==> config.mk <==
export PLATFORM = sky130hd
export DESIGN_NAME = dmx_chase_tx
export DESIGN_NICKNAME = d
export VERILOG_FILES = /design/src/rtl/dmx_tx_pkg.sv /design/src/rtl/dmx_bit_timer.sv /design/src/rtl/dmx_byte_ser.sv /design/src/rtl/dmx_chase_gen.sv /design/src/rtl/dmx_chase_tx.sv
export SDC_FILE = /design/constraint.sdc
export NUM_CORES = 1
export LEC_CHECK = 0
export BUFFER_PORTS_ARGS = -buffer_cell sky130_fd_sc_hd__clkbuf_2
export CAP_MARGIN = 20
export CORE_MARGIN = 2
export CORE_UTILIZATION = 40
export CTS_CLUSTER_SIZE = 30
export DETAILED_ROUTE_END_ITERATION = 6
export PLACE_DENSITY = 0.64
export SYNTH_ARGS = -nofsm -noshare
export SYNTH_HDL_FRONTEND = slang
export SYNTH_HIERARCHICAL = 1
export SYNTH_SLANG_ARGS = --single-unit
export TNS_END_PERCENT = 10
==> constraint.sdc <==
create_clock -name clk -period 5.2 [get_ports clk]
set_clock_uncertainty 0.1 [all_clocks]
set_input_delay 0.52 -clock clk [delete_from_list [all_inputs] [get_ports clk]]
set_output_delay 0.52 -clock clk [all_outputs]
set_load 0.02 [all_outputs]
==> src/rtl/dmx_tx_pkg.sv <==
package dmx_tx_pkg;
  typedef enum logic [2:0] {
    ST_IDLE,
    ST_BREAK,
    ST_MAB,
    ST_SLOT,
    ST_GAP
  } dmx_state_e;

  localparam logic [7:0] LEVEL_FULL = 8'hFF;
  localparam logic [7:0] LEVEL_OFF  = 8'h00;
  localparam int         BYTE_BITS  = 11;  // start + 8 data + 2 stop
endpackage

==> src/rtl/dmx_bit_timer.sv <==
module dmx_bit_timer #(
  parameter int BIT_CYCLES = 200
) (
  input  logic clk,
  input  logic rst_n,
  input  logic clear,
  input  logic run,
  output logic tick
);
  localparam int CW = (BIT_CYCLES > 1) ? $clog2(BIT_CYCLES) : 1;
  localparam logic [CW-1:0] LAST = CW'(BIT_CYCLES - 1);

  logic [CW-1:0] cnt_q;

  assign tick = run && (cnt_q == LAST);

  always_ff @(posedge clk or negedge rst_n) begin
    if (!rst_n)      cnt_q <= '0;
    else if (clear)  cnt_q <= '0;
    else if (run)    cnt_q <= tick ? '0 : cnt_q + 1'b1;
  end
endmodule

==> src/rtl/dmx_byte_ser.sv <==
module dmx_byte_ser
  import dmx_tx_pkg::*;
#(
  parameter int BIT_CYCLES = 200
) (
  input  logic       clk,
  input  logic       rst_n,
  input  logic       load,
  input  logic [7:0] data,
  output logic       line_bit,
  output logic       busy,
  output logic       last_tick
);
  logic [BYTE_BITS-1:0] sh_q;
  logic [3:0]           left_q;
  logic                 busy_q;
  logic                 tick;

  dmx_bit_timer #(.BIT_CYCLES(BIT_CYCLES)) u_timer (
    .clk   (clk),
    .rst_n (rst_n),
    .clear (load),
    .run   (busy_q),
    .tick  (tick)
  );

  assign busy      = busy_q;
  assign last_tick = busy_q && tick && (left_q == 4'd1);
  assign line_bit  = busy_q ? sh_q[0] : 1'b1;

  always_ff @(posedge clk or negedge rst_n) begin
    if (!rst_n) begin
      sh_q   <= '1;
      left_q <= '0;
      busy_q <= 1'b0;
    end else if (load) begin
      sh_q   <= {2'b11, data, 1'b0};
      left_q <= 4'(BYTE_BITS);
      busy_q <= 1'b1;
    end else if (busy_q && tick) begin
      sh_q   <= {1'b1, sh_q[BYTE_BITS-1:1]};
      left_q <= left_q - 4'd1;
      if (left_q == 4'd1) busy_q <= 1'b0;
    end
  end

  AST_LOAD_WHEN_FREE: assert property (@(posedge clk) disable iff (!rst_n)
    load |-> (!busy_q || last_tick));
  AST_STOP_MARK: assert property (@(posedge clk) disable iff (!rst_n)
    (busy_q && left_q <= 4'd2) |-> line_bit);
endmodule

==> src/rtl/dmx_chase_gen.sv <==
module dmx_chase_gen
  import dmx_tx_pkg::*;
#(
  parameter int CHASE_LEN = 24,
  parameter int SL_W      = 10
) (
  input  logic            clk,
  input  logic            rst_n,
  input  logic            advance,
  input  logic [SL_W-1:0] slot_idx,
  output logic [7:0]      level
);
  localparam int AC_W = $clog2(CHASE_LEN + 1);
  localparam logic [AC_W-1:0] ACT_MAX = AC_W'(CHASE_LEN);

  logic [AC_W-1:0] active_q;
  logic [SL_W-1:0] active_ext;

  assign active_ext = SL_W'(active_q);
  assign level = (slot_idx != '0 && slot_idx == active_ext) ? LEVEL_FULL : LEVEL_OFF;

  always_ff @(posedge clk or negedge rst_n) begin
    if (!rst_n)       active_q <= AC_W'(1);
    else if (advance) active_q <= (active_q == ACT_MAX) ? AC_W'(1) : active_q + 1'b1;
  end

  AST_ACTIVE_RANGE: assert property (@(posedge clk) disable iff (!rst_n)
    (active_q >= AC_W'(1)) && (active_q <= ACT_MAX));
  AST_ACTIVE_HOLD: assert property (@(posedge clk) disable iff (!rst_n)
    !advance |=> $stable(active_q));
endmodule

==> src/rtl/dmx_chase_tx.sv <==
module dmx_chase_tx
  import dmx_tx_pkg::*;
#(
  parameter int BIT_CYCLES   = 200,
  parameter int BREAK_CYCLES = 5000,
  parameter int MAB_CYCLES   = 600,
  parameter int GAP_CYCLES   = 1250000,
  parameter int SLOTS        = 512,
  parameter int CHASE_LEN    = 24
) (
  input  logic clk,
  input  logic rst_n,
  input  logic enable,
  output logic tx_line,
  output logic frame_done
);
  localparam int MAX_A  = (BREAK_CYCLES > MAB_CYCLES) ? BREAK_CYCLES : MAB_CYCLES;
  localparam int MAX_PH = (MAX_A > GAP_CYCLES) ? MAX_A : GAP_CYCLES;
  localparam int PH_W   = $clog2(MAX_PH + 1);
  localparam int SL_W   = $clog2(SLOTS + 1);
  localparam logic [PH_W-1:0] BRK_LAST = PH_W'(BREAK_CYCLES - 1);
  localparam logic [PH_W-1:0] MAB_LAST = PH_W'(MAB_CYCLES - 1);
  localparam logic [PH_W-1:0] GAP_LAST = PH_W'(GAP_CYCLES - 1);
  localparam logic [SL_W-1:0] SLOT_END = SL_W'(SLOTS);

  dmx_state_e      state_q, state_d;
  logic [PH_W-1:0] phase_q, phase_d;
  logic [SL_W-1:0] slot_q, slot_d, load_idx;
  logic            done_q, done_d;
  logic            ser_load, ser_bit, ser_busy, ser_last;
  logic [7:0]      level;

  dmx_chase_gen #(.CHASE_LEN(CHASE_LEN), .SL_W(SL_W)) u_chase (
    .clk      (clk),
    .rst_n    (rst_n),
    .advance  (done_d),
    .slot_idx (load_idx),
    .level    (level)
  );

  dmx_byte_ser #(.BIT_CYCLES(BIT_CYCLES)) u_ser (
    .clk       (clk),
    .rst_n     (rst_n),
    .load      (ser_load),
    .data      (level),
    .line_bit  (ser_bit),
    .busy      (ser_busy),
    .last_tick (ser_last)
  );

  always_comb begin
    state_d  = state_q;
    phase_d  = phase_q + 1'b1;
    slot_d   = slot_q;
    load_idx = slot_q + 1'b1;
    ser_load = 1'b0;
    done_d   = 1'b0;
    case (state_q)
      ST_IDLE: begin
        phase_d = '0;
        if (enable) state_d = ST_BREAK;
      end
      ST_BREAK: begin
        if (phase_q == BRK_LAST) begin
          state_d = ST_MAB;
          phase_d = '0;
        end
      end
      ST_MAB: begin
        if (phase_q == MAB_LAST) begin
          state_d  = ST_SLOT;
          phase_d  = '0;
          slot_d   = '0;
          load_idx = '0;
          ser_load = 1'b1;
        end
      end
      ST_SLOT: begin
        phase_d = '0;
        if (ser_last) begin
          if (slot_q == SLOT_END) begin
            state_d = ST_GAP;
            done_d  = 1'b1;
          end else begin
            slot_d   = slot_q + 1'b1;
            ser_load = 1'b1;
          end
        end
      end
      ST_GAP: begin
        if (phase_q == GAP_LAST) begin
          phase_d = '0;
          state_d = enable ? ST_BREAK : ST_IDLE;
        end
      end
      default: state_d = ST_IDLE;
    endcase
  end

  always_ff @(posedge clk or negedge rst_n) begin
    if (!rst_n) begin
      state_q <= ST_IDLE;
      phase_q <= '0;
      slot_q  <= '0;
      done_q  <= 1'b0;
    end else begin
      state_q <= state_d;
      phase_q <= phase_d;
      slot_q  <= slot_d;
      done_q  <= done_d;
    end
  end

  always_comb begin
    case (state_q)
      ST_BREAK: tx_line = 1'b0;
      ST_SLOT:  tx_line = ser_bit;
      default:  tx_line = 1'b1;
    endcase
  end

  assign frame_done = done_q;

  AST_DONE_PULSE: assert property (@(posedge clk) disable iff (!rst_n)
    frame_done |=> !frame_done);
  AST_FALL_ORIGIN: assert property (@(posedge clk) disable iff (!rst_n)
    $fell(tx_line) |-> (state_q == ST_BREAK || state_q == ST_SLOT));
  AST_HOLD_IDLE: assert property (@(posedge clk) disable iff (!rst_n)
    (state_q == ST_IDLE && !enable) |=> (state_q == ST_IDLE));
  AST_SLOT_BUSY: assert property (@(posedge clk) disable iff (!rst_n)
    (state_q == ST_SLOT) |-> ser_busy);
endmodule

Yosys cells after proc, flatten, opt, wreduce, memory -nomap -nowiden
Index checks and enable logic that the tools add are counted.
- register bits: 64
- input port bits: 3
- output and inout port bits: 2
- word-level logic and storage cells: 86
- $add $sub $neg: 5
- equality and inequality tests: 19
- multiplexer cells: 39
- reductions and logical operators: 14
- operators by type and width (operator ; number):
    case mux 21 bit (4 select lines) ; 1
    2-to-1 mux 21 bit ; 3
    2-to-1 mux 10 bit ; 5
    2-to-1 mux 8 bit ; 4
    2-to-1 mux 11 bit ; 2
    adder 21 x 1 -> 21 bit (second input constant) ; 1
    equality test 21 x 10 -> 1 bit (second input constant) ; 1
    equality test 21 x 13 -> 1 bit (second input constant) ; 1
    equality test 21 bit (second input constant) ; 1
    case mux 10 bit (2 select lines) ; 1
    2-to-1 mux 3 bit ; 6
    case mux 3 bit (5 select lines) ; 1
    inequality test 2 bit (second input constant) ; 7
    2-to-1 mux 1 bit ; 11
    adder 10 x 1 -> 10 bit (second input constant) ; 1
    equality test 10 bit (second input constant) ; 1
    equality test 10 x 5 -> 1 bit ; 1
    nonzero test 10 bit ; 1
    adder 8 x 1 -> 8 bit (second input constant) ; 1
    equality test 8 bit (second input constant) ; 1
    2-to-1 mux 4 bit ; 2
    nonzero test 2 bit ; 4
    equality test 3 x 2 -> 1 bit (second input constant) ; 2
    AND reduction 6 bit ; 1
    13 further kinds ; 17

Depth between registers and ports, before layout
Gate-level depths: netlist of run 1.
- word-level depth: 8
- mapped depth: 14
- gate-level depth less buffers: 12

Modules after synthesis
The synthesis of run 1 kept the hierarchy.
- by module, submodules not included (module ; instances ; cells each ; area each (µm²) ; seq. area each (µm²)):
    dmx_chase_tx ; 1 ; 224 ; 2093.3 ; 875.8
    dmx_byte_ser ; 1 ; 66 ; 681.9 ; 361.6
    dmx_bit_timer ; 1 ; 46 ; 420.4 ; 200.2
    dmx_chase_gen ; 1 ; 48 ; 409.1 ; 126.4

Least setup slack after synthesis of run 1
No wires, ideal clock.
- path type: register to register
- from: register phase_q[3]
- to: register u_ser.sh_q[2]
- setup time: 79 ps
- data arrival time: 3423 ps
- data required time: 5021 ps
- setup slack: 1598 ps
- stages on the path, launching flop included: 12
- buffers on the path: 3
- period minus slack after synthesis: 3602 ps
- path through: dfrtp_1 or4_4 nor4_4 and3_1 buf_6 buf_2 nor2_1 or4_1 a2111oi_1 buf_4 nand2_1 o21ai_0
- word-level cells in the longest chain between the ends: 7
- elaborated cells between the ends (all ways): 11
- classes of those cells: eq/ne: 2; mux: 6; reduce/logical: 3
- RTL lines (element ; line ; text):
    start, declared ; dmx_chase_tx.sv:27 ; logic [PH_W-1:0] phase_q, phase_d;
    start signal, assigned ; dmx_chase_tx.sv:108 ; phase_q <= phase_d;
    equality test 21 x 10 -> 1 bit (*) ; dmx_chase_tx.sv:70 ; if (phase_q == MAB_LAST) begin
    2-to-1 mux 10 bit (*) ; dmx_chase_tx.sv:70 ;
    2-to-1 mux 10 bit (*) ; dmx_chase_tx.sv:58 ; case (state_q)
    net load_idx[7] ; dmx_chase_tx.sv:28 ; logic [SL_W-1:0] slot_q, slot_d, load_idx;
    equality test 10 x 5 -> 1 bit / nonzero test 10 bit (equally long branches) ; dmx_chase_gen.sv:20 ; assign level = (slot_idx != '0 && slot_idx == active_ext) ? LEVEL_FULL : LEVEL_OFF;
    logical AND 1 bit (*) ; dmx_chase_gen.sv:20 ;
    2-to-1 mux 8 bit (*) ; dmx_chase_gen.sv:20 ;
    net level[1] ; dmx_chase_tx.sv:31 ; logic [7:0] level;
    2-to-1 mux 11 bit (*) ; dmx_byte_ser.sv:36 ; end else if (load) begin
    end signal, assigned ; dmx_byte_ser.sv:37 ; sh_q <= {2'b11, data, 1'b0};
    end signal, assigned ; dmx_byte_ser.sv:41 ; sh_q <= {1'b1, sh_q[BYTE_BITS-1:1]};
    end, declared ; dmx_byte_ser.sv:14 ; logic [BYTE_BITS-1:0] sh_q;
Mark *: on every way through the listed nets, which the timed path passes. The rest lies on a longest branch.
A chain may end at the register's enable or synchronous reset.

Worst setup path after layout of run 1
- from: register u_ser.u_timer.cnt_q[1]
- to: register u_ser.left_q[3]
- word-level cells in the longest chain between the ends: 7
- elaborated cells between the ends (all ways): 8
- classes of those cells: eq/ne: 1; mux: 3; reduce/logical: 4
- RTL lines (element ; line ; text):
    start, declared ; dmx_bit_timer.sv:13 ; logic [CW-1:0] cnt_q;
    start signal, assigned ; dmx_bit_timer.sv:20 ; else if (run) cnt_q <= tick ? '0 : cnt_q + 1'b1;
    equality test 8 bit (*) ; dmx_bit_timer.sv:15 ; assign tick = run && (cnt_q == LAST);
    logical AND 1 bit (*) ; dmx_bit_timer.sv:15 ;
    net u_ser.tick ; dmx_byte_ser.sv:17 ; logic tick;
    logical AND 1 bit (*) (2 in a row) ; dmx_byte_ser.sv:28 ; assign last_tick = busy_q && tick && (left_q == 4'd1);
    net ser_last ; dmx_chase_tx.sv:30 ; logic ser_load, ser_bit, ser_busy, ser_last;
    2-to-1 mux 1 bit (*) ; dmx_chase_tx.sv:80 ; if (ser_last) begin
    case mux 1 bit (2 select lines) (*) ; dmx_chase_tx.sv:58 ;
    net ser_load ; dmx_chase_tx.sv:30 ;
    2-to-1 mux 4 bit / nonzero test 2 bit (equally long branches) ; n/a ;
    end signal, assigned ; dmx_byte_ser.sv:38 ; left_q <= 4'(BYTE_BITS);
    end signal, assigned ; dmx_byte_ser.sv:42 ; left_q <= left_q - 4'd1;
    end, declared ; dmx_byte_ser.sv:15 ; logic [3:0] left_q;
Marked as above.

==> out/metrics.yaml, run 1 <==
outcome:
  status: "complete, no violations"
logic_synthesis:
  yosys.area.top_type: "dfrtp_1"
  synth_seq_area_share: 0.4339
  synth_edf_count: 0
  synth-main-ff-cell: "dfrtp_1"
  synthDistinctLibCells: 58
  synth.cell_area_um2: 3605
  netlist_instances: 384
  synth_mux_area_frac: 0.05797
  synth_compound_area_frac: 0.1218
  yosys.area_share.simple: 0.2218
  async_reset_ff_frac: 1.000
  synth_top_area_frac: 0.3610
  synth_top_family_by_area: "simple AND/OR/NAND/NOR gates"
  synth.area.top_cells: "dfrtp_1, dfstp_2, xnor2_1, mux2i_1, nor2_1"
  ys_seq_elements: 62
  synth-xor-area-share: 0.08261
  ys.warnings.count: 6
  synthAdderAreaFrac: 0.02777
  avgSynthCellArea_um2: 9.387
  synth_nets: 395
detailed_routing:
  drc: 0
  wl_mm: 6.781
  ant_nets: 0
  first_pass_iters: 5
  vias: 2654
  drtIter0Drc: 109
  via_per_inst: 5.372
  detail_route.wl_per_cell_um: 13.73
clocking:
  cts-hold-fix-buffers: 0
  path_clk_slew_ps: 80
  clk_latency_ps: 340
  post_cts_buffers: 0
  cts_tree: "built"
  cts_resized: 0
  cts-htree-levels: 3
  cts_made_buffers: 9
  ctsLongestPathBuffers: 2
  clk_root_buffer_cell: "clkbuf_8"
  cts_sinks: 62
setup_path:
  worstReg2RegStart: "u_ser/u_timer/cnt_q[1]"
  crit_type: "reg2reg"
  reg2reg_depth: 12
  arrival_ps: 3990
  path_max_fanout: 31
  timing.rr.end: "u_ser/left_q[3]"
  r2r_slack_ps: 1380
  critPathLaunchType: "flop"
  worst_setup_path_end_kind: "flop"
  required_ps: 5370
cells_and_area:
  multiInputGateArea_um2: 1846
  nNetsFinal: 392
  drive_gt1_frac: 0.1244
  final_common_cell: "dfrtp_1"
  syn_to_final_growth_pct: 6.664
  nFillCells: 834
  antenna-diode-count: 0
  layout_common_cells: "dfrtp_1, nor2_1, nand2_1"
  final_area_um2: 3845
  seq_area_um2: 1564
floorplanning:
  initial_core_util: 0.4133
  fp.dieW_um: 98.93
  io_pins: 5
  dieArea_um2: 9787
  die_h_um: 98.93
  std_cell_rows: 34
  coreArea_um2: 8721
timing:
  fin_crit_ps: 3822
  slew_violations: 0
  hold_viol_final: 0
  tightest_slew_ps: 828.8
  fin_setup_tns_ps: 0
  max_freq_ghz: 0.2616
  min_period_over_period: 0.7351
  slew_headroom: 0.4469
  rsz0062_at_grt: "no"
  setup_violations: 0
  worst_slack_ps: 1378
  hold_ws_ps: 225.8
power_and_ir_drop:
  switchingPower_uw: 297.8
  p_per_area_nw_per_um2: 273.8
  pwr-share-seq: 0.489
  switching_share: 0.2829
  p_int_uw: 755.1
  combPwrFrac: 0.108
  ir_worst_vdd_uv: 184.4
  power_uw: 1053
  p_clk_frac: 0.404
  leakage_uw: 0.001651
grt:
  grt_max_degree: 63
  grt_usage: 0.1505
  grt_pass1_wl_mm: 12.05
  antenna_found_initial: 0
  grt_pass1_vias: 2633
  overflow: 0
placement:
  place_hpwl_mm: 4.550
  gp_congestion: 0.8622
  place_area_um2: 3647
  pre_cts_ws_ps: 1394
  io_buffers: 4
run:
  maxCapViolCount: 0
hold_path:
  hold_class: "in2async"
[layout make-up]
cell class | count | share of cell area
Sequential cell | 62 | 0.4068
Clock buffer | 9 | 0.03222
Clock inverter | 7 | 0.01920
Tap cell | 108 | 0.03514
Inverter | 16 | 0.01562
Timing Repair Buffer | 7 | 0.01106
Multi-Input combinational cell | 285 | 0.4800
[cells in the mapped netlist (all sizes together) (2+ instances only)]
master,number
a21oi,28
xor2,14
and3,8
o2bb2ai,3
nand2b,5
o211ai,2
nor4,3
nand3b,2
a22o,4
a311oi,2
ha,8
a211o,2
nand3,17
clkbuf,5
inv,16
nand2,38
mux2,4
nand4,14
mux2i,16
nor2b,3
o21ai,16
a31oi,3
dfrtp,52
dfstp,10
a21boi,2
buf,16
or4,5
xnor2,20
nor2,40
nor3,8
[power groups by stage]
stage | combinational [µW] | clock (µW) | sequential (µW)
floorplan | 85.1 | 0 | 518
global placement | 114 | 0 | 523
detailed placement | 114 | 0 | 523
CTS | 116 | 440 | 514
global route | 127 | 459 | 517
finish | 113 | 425 | 514
[cell families (layout without fill, tap and decap cells)]
family / after synthesis / count (layout)
multiplexers: 20 / 20
flip-flops: 62 / 62
adder cells (fa/ha/maj): 8 / 8
AO/OA/AOI/OAI: 70 / 70
buffers and inverters: 37 / 39
XOR/XNOR: 34 / 34
AND/OR/NAND/NOR: 153 / 153
[how the worst max path moves through the flow]
| stage | slack, ps | start | to |
|---|---|---|---|
| 4_1_cts | 1380 | u_ser/u_timer/cnt_q[1] | u_ser/left_q[3] |
| 5_1_grt | 920 | u_ser/u_timer/cnt_q[0] | u_ser/left_q[3] |
| 3_3_place_gp | 1600 | u_ser/u_timer/cnt_q[0] | u_ser/left_q[3] |
| 2_1_floorplan | 1600 | phase_q[3] | u_ser/sh_q[2] |
| 3_5_place_dp | 1390 | u_ser/u_timer/cnt_q[1] | u_ser/left_q[3] |
| 6_report | 1380 | u_ser/u_timer/cnt_q[1] | u_ser/left_q[3] |
[metal layers]
layer  global-route usage  share of wire  vias up
met3              0.02482          0.024       14
met2               0.2380           0.47       32
met1               0.2014           0.48     1260
li1                     -              -     1348
met4              0.07165          0.022        0
met5                    0              0        -
[sequential cells by signal, indices dropped and copies added (netlist names)]
name	count
u_ser/sh_q	9
state_q	3
frame_done	1
u_ser/u_timer/cnt_q	8
slot_q	10
phase_q	21
u_ser/busy	1
u_ser/left_q	4
u_chase/active_q	5
[stage by stage]
step	std cells	utilization
global route	494	0.4409
floorplan	384	-
finish	494	0.4409
global placement	478	0.4182
CTS	494	0.4409
detailed placement	478	0.4182
[worst max-delay path, stage by stage (launching register included)]
cell and delay [ps]:
dfrtp_1 400, ha_1 200, nand2_1 90, or4_4 520, nor2_1 320, nand2_2 300, nor2_1 240, nand3_1 150
nor2_2 430, nor2_4 90, inv_1 640, nor2b_1 110, mux2i_1 160
Note: power is estimated with default switching activity, not from simulation.
==> inputs of run 2 (changes only) <==
--- a/config.mk
+++ b/config.mk
@@ -5,6 +5,7 @@
 export SDC_FILE = /design/constraint.sdc
 export NUM_CORES = 1
 export LEC_CHECK = 0
+export ABC_AREA = 1
 export BUFFER_PORTS_ARGS = -buffer_cell sky130_fd_sc_hd__clkbuf_2
 export CAP_MARGIN = 20
 export CORE_MARGIN = 2
==> constraint.sdc (replaced) <==
create_clock -name clk -period 3.93 [get_ports clk]
set_clock_uncertainty 0.1 [all_clocks]
set_input_delay 0.393 -clock clk [delete_from_list [all_inputs] [get_ports clk]]
set_output_delay 0.393 -clock clk [all_outputs]
set_load 0.02 [all_outputs]
==> out/metrics.yaml, run 2 <==
outcome:
  status: "complete, no violations"
setup_path:
  arrival_ps: 3240
  critPathLaunchType: "flop"
  worst_setup_path_end_kind: "flop"
  required_ps: 4100
  path_max_fanout: 14
  r2r_slack_ps: 860
  crit_type: "reg2reg"
run:
  maxCapViolCount: 0
clocking:
  cts_resized: 0
  ctsLongestPathBuffers: 2
  cts-htree-levels: 3
  cts_made_buffers: 9
  clk_root_buffer_cell: "clkbuf_8"
  path_clk_slew_ps: 70
  cts_sinks: 62
  cts_tree: "built"
  cts-hold-fix-buffers: 0
  clk_latency_ps: 340
  post_cts_buffers: 0
cells_and_area:
  nNetsFinal: 515
  nFillCells: 921
  multiInputGateArea_um2: 1841
  final_common_cell: "nand2_1"
  regMostFlops: "phase_q"
  fin_cells: 638
  drive_gt1_frac: 0.1356
  layout_common_cells: "nand2_1, nor2_1, inv_1"
  reg_top3: "phase_q (21), slot_q (10), u_ser/sh_q (9)"
  largest_register_ffs: 21
  antenna-diode-count: 0
  seq_area_um2: 1564
  syn_to_final_growth_pct: 7.053
logic_synthesis:
  synth_nets: 512
  synth.most_common_cell: "nand2_1"
  synth_common_cells: "nand2_1, nor2_1, inv_1"
  async_reset_ff_frac: 1.000
  synth.area.top_cells: "dfrtp_1, nand2_1, nor2_1, dfstp_2, inv_1"
  yosys.area.top_type: "dfrtp_1"
  netlist_instances: 501
  synth_edf_count: 0
  avgSynthCellArea_um2: 7.577
  synth_top_area_frac: 0.3428
  synth.cell_area_um2: 3796
  ys_seq_elements: 62
  ys.warnings.count: 6
  synth-main-ff-cell: "dfrtp_1"
  synth_seq_area_share: 0.4120
  synthDistinctLibCells: 42
timing:
  fin_crit_ps: 3070
  fin_setup_tns_ps: 0
  min_period_over_period: 0.7812
  rsz0062_at_grt: "no"
  setup_violations: 0
  tightest_slew_ps: 880.5
  slew_violations: 0
  max_freq_ghz: 0.3257
  slew_headroom: 0.4111
  hold_viol_final: 0
power_and_ir_drop:
  combPwrFrac: 0.012
  p_per_area_nw_per_um2: 301.3
  switchingPower_uw: 259.9
  pwr-share-seq: 0.521
  ir_worst_vdd_uv: 228.4
  switching_share: 0.2123
  p_int_uw: 964.6
  p_clk_frac: 0.467
  leakage_uw: 0.001871
detailed_routing:
  drtIter0Drc: 128
  ant_nets: 0
  wl_mm: 7.149
  via_per_inst: 4.729
  first_pass_iters: 4
  detail_route.wl_per_cell_um: 11.21
  drc: 0
  vias: 3017
grt:
  grt_usage: 0.1601
  overflow: 0
  grt_max_degree: 34
  antenna_found_initial: 0
  grt_pass1_vias: 2914
  grt_pass1_wl_mm: 13.09
hold_path:
  hold_class: "in2async"
floorplanning:
  coreArea_um2: 9240
  fp.dieW_um: 101.4
  initial_core_util: 0.4108
  dieArea_um2: 10290
  std_cell_rows: 35
  die_h_um: 101.4
  io_pins: 5
placement:
  place_hpwl_mm: 5.279
  gp_congestion: 0.8843
  io_buffers: 4
  dp.cells: 622
## run 2: cell types whose count changed in the layout (fill, tap and decap cells not counted), sizes merged, moves of 8 or more
cell | previous run | this run
and3 | 8 | 0
a21oi | 28 | 5
xnor2 | 20 | 7
mux2i | 16 | 0
nand2 | 38 | 120
nor2 | 40 | 101
inv | 17 | 65
nand3 | 17 | 37
## run 2: worst paths after layout
check / startpoint / depth (start not counted) / to
max: u_ser/u_timer/cnt_q[0] / 15 / u_ser/sh_q[2]
min: rst_n / 1 / phase_q[8]
max reg2reg: u_ser/u_timer/cnt_q[0] / 15 / u_ser/sh_q[2]
min reg2reg: u_ser/sh_q[6] / 2 / u_ser/sh_q[6]
max in group asynchronous: rst_n / 2 / u_ser/sh_q[5]
min in group clk: enable / 5 / state_q[0]
## run 2: cell type report
cell class | instances | area share
Clock buffer | 12 | 0.03818
Clock inverter | 4 | 0.01108
Tap cell | 129 | 0.03972
Inverter | 66 | 0.06281
Sequential cell | 62 | 0.3849
Multi-Input combinational cell | 358 | 0.4529
Timing Repair Buffer | 7 | 0.01047
## run 2: cells by family (layout without fill, tap and decap cells)
kind of cell	Yosys count	after routing	synth area share
AO/OA/AOI/OAI	38	38	0.07021
AND/OR/NAND/NOR	288	288	0.3329
flip-flops	62	62	0.4120
buffers and inverters	81	89	0.1032
XOR/XNOR	24	24	0.05537
adder cells (fa/ha/maj)	8	8	0.02637
## run 2: critical path, cell delays in order, from the launching register on
cell	delay, ps
dfrtp_1	400
ha_1	190
nand2_1	100
nor2_1	110
nand2_1	100
inv_2	110
nand2_4	90
nor2_1	170
nand3_1	330
nand2_1	550
buf_4	290
inv_8	70
nand2_4	180
inv_1	80
nand2_1	60
nand3_1	60
## run 2: metrics by stage
step / utilization / cell area [µm²] / hold slack [ps] / setup WS (ps) / power [µW]
floorplan: - / 3796 / -2.591 / 1410 / 650.9
global placement: 0.4181 / 3864 / 368.4 / 1013 / 665.4
detailed placement: 0.4181 / 3864 / 376.0 / 860.1 / 665.8
CTS: 0.4398 / 4064 / 32.67 / 853.0 / 1246
global route: 0.4398 / 4064 / 66.07 / 533.9 / 1267
finish: 0.4398 / 4064 / 9.792 / 860.0 / 1225
## run 2: power by group through the flow
stage | logic [µW] | registers (µW) | clock network (µW)
after global routing | 17.6 | 638 | 611
after global placement | 15.3 | 650 | 0
after detailed placement | 15.6 | 650 | 0
final | 14.3 | 639 | 572
after CTS | 15.8 | 638 | 592
after floorplan | 0.597 | 650 | 0
## run 2: per-layer routing
metal / wire, µm / global-route usage
met5: 0 / 0
met3: 152 / 0.02484
met4: 170 / 0.08316
met1: 3575 / 0.2198
met2: 3251 / 0.2450
==> inputs of run 3 (changes only) <==
--- a/config.mk
+++ b/config.mk
@@ -5,14 +5,14 @@
 export SDC_FILE = /design/constraint.sdc
 export NUM_CORES = 1
 export LEC_CHECK = 0
-export ABC_AREA = 1
+export ABC_AREA = 0
 export BUFFER_PORTS_ARGS = -buffer_cell sky130_fd_sc_hd__clkbuf_2
 export CAP_MARGIN = 20
 export CORE_MARGIN = 2
 export CORE_UTILIZATION = 40
 export CTS_CLUSTER_SIZE = 30
 export DETAILED_ROUTE_END_ITERATION = 6
-export PLACE_DENSITY = 0.64
+export PLACE_DENSITY = 0.66
 export SYNTH_ARGS = -nofsm -noshare
 export SYNTH_HDL_FRONTEND = slang
 export SYNTH_HIERARCHICAL = 1
==> constraint.sdc (replaced) <==
create_clock -name clk -period 2.7 [get_ports clk]
set_clock_uncertainty 0.1 [all_clocks]
set_input_delay 0.27 -clock clk [delete_from_list [all_inputs] [get_ports clk]]
set_output_delay 0.27 -clock clk [all_outputs]
set_load 0.02 [all_outputs]
==> out/metrics.yaml, run 3 (synthesized netlist as in run 1, its figures left out) <==
timing:
  tightest_slew_ps: 783.4
  setup_violations: 1
  max_freq_ghz: 0.3698
  rsz0062_at_grt: "yes"
  fin_crit_ps: 2704
  hold_ws_ps: -10.26
  hold_viol_final: 18
  worst_slack_ps: -3.913
  slew_violations: 0
  min_period_over_period: 1.001
  slew_headroom: 0.4777
setup_path:
  arrival_ps: 2870
  cp_top_family: "simple AND/OR/NAND/NOR gates"
  worst_setup_path_end_kind: "flop"
  slowest_stage: "or4_4"
  worst-path-buf-inv: 2
  required_ps: 2870
  critPathMaxStageDelay_ps: 550
  path_max_fanout: 8
  crit_chain: "or4_4, nor4_4, and3_4, buf_6, nor2b_1, xnor2_1, nand4_1, a2111oi_4, buf_4, nand2_1, o21ai_1"
  crit_type: "reg2reg"
  critPathLaunchType: "flop"
cells_and_area:
  reg_top3: "phase_q (21), slot_q (10), u_ser/sh_q (9)"
  final_common_cell: "dfrtp_1"
  layout_common_cells: "dfrtp_1, buf_4, nand2_1"
  largest_register_ffs: 21
  nNetsFinal: 431
  regMostFlops: "phase_q"
  syn_to_final_growth_pct: 16.49
  fin_util: 0.4815
  antenna-diode-count: 0
  drive_gt1_frac: 0.2329
  fin_cells: 533
floorplanning:
  std_cell_rows: 34
  fp.dieW_um: 98.93
  dieArea_um2: 9787
  coreArea_um2: 8721
  initial_core_util: 0.4133
  die_h_um: 98.93
  io_pins: 5
grt:
  grt_pass1_vias: 2730
  overflow: 0
  antenna_found_initial: 0
  grt_max_degree: 63
  grt_usage: 0.1602
  grt_pass1_wl_mm: 12.68
outcome:
  violations: "hold timing, setup timing"
  status: "finished with violations"
hold_path:
  hold_class: "in2async"
placement:
  place_hpwl_mm: 5.075
  dp.cells: 516
  gp_congestion: 0.8235
  io_buffers: 4
detailed_routing:
  vias: 2823
  wl_mm: 7.258
  via_per_inst: 5.296
  drc: 0
  ant_nets: 0
  detail_route.wl_per_cell_um: 13.62
  first_pass_iters: 4
  drtIter0Drc: 102
clocking:
  clk_latency_ps: 340
  clk_root_buffer_cell: "clkbuf_8"
  cts_sinks: 62
  path_clk_slew_ps: 70
  cts-hold-fix-buffers: 0
  cts_made_buffers: 9
  ctsLongestPathBuffers: 2
  cts_tree: "built"
  cts-htree-levels: 3
power_and_ir_drop:
  power_uw: 1934
  leakage_uw: 0.001858
  p_per_area_nw_per_um2: 460.6
  ir_worst_vdd_uv: 177.0
run:
  maxCapViolCount: 0
## run 3: changes by cell type in the layout (fill, tap and decap cells not counted), moves of 21 or more
cell and change:
nand2_1 -77, nor2_1 -62, inv_1 -40, buf_4 +37, a21oi_1 +23, nand3_1 -21
## run 3: path summary, 6_finish.rpt
kind | startpoint | endpoint | slack [ps] | cells after the start
setup / recovery | phase_q[20] | u_ser/sh_q[4] | -4 | 11
hold / removal | rst_n | u_ser/u_timer/cnt_q[5] | -10 | 2
setup reg to reg | phase_q[20] | u_ser/sh_q[4] | -4 | 11
hold reg to reg | u_ser/sh_q[0] | u_ser/sh_q[0] | 370 | 2
max in group asynchronous | rst_n | phase_q[4] | 2000 | 2
min in group clk | enable | state_q[0] | 270 | 5
## run 3: report_power, final
part / leakage [µW] / internal [µW] / switching (µW) / total, µW
Combinational: 0.000947 / 80.5 / 154 / 234
Sequential: 0.000825 / 955 / 28.8 / 984
Clock: 0.0000861 / 354 / 362 / 716
## run 3: routing by layer
metal	vias to the layer above	wire [µm]	global-route usage
met1	1368	3661	0.2190
met5	-	0	0
li1	1418	-	-
met3	12	162	0.02837
met4	0	149	0.08535
met2	25	3285	0.2422
## run 3: metrics by stage
stage               area (µm²)  setup slack, ps  hold WS, ps  setup TNS, ps
global route              4199           -160.0        75.44          -1294
floorplan                 3647           -206.9       -125.6          -2963
detailed placement        3980           -62.20        361.0         -366.0
global placement          3980            22.93        357.7              0
CTS                       4164           -7.764        17.25         -10.29
finish                    4199           -3.913       -10.26         -3.913
## run 3: worst register-to-register path: stages (launching register included)
cell       delay [ps]
dfrtp_1           380
or4_4             550
nor4_4            180
and3_4            260
buf_6             120
nor2b_1            60
xnor2_1           150
nand4_1           160
a2111oi_4         330
buf_4             200
nand2_1            60
o21ai_1            80
## run 3: cell type report
cell class | instances | area [µm²]
inverter | 16 | 60.06
clock inverter | 4 | 22.52
tap | 108 | 135.1
multi-input combinational | 285 | 1921
timing repair buffer | 46 | 351.6
clock buffer | 12 | 145.1
fill | 811 | 4522
sequential | 62 | 1564
## run 3: repair_timing
action	4_1_cts	5_1_grt
setup buffers	0	1
endpoints found under the setup margin	8	33
gates resized for setup	5	7
pin swaps	1	1
cloned	0	0
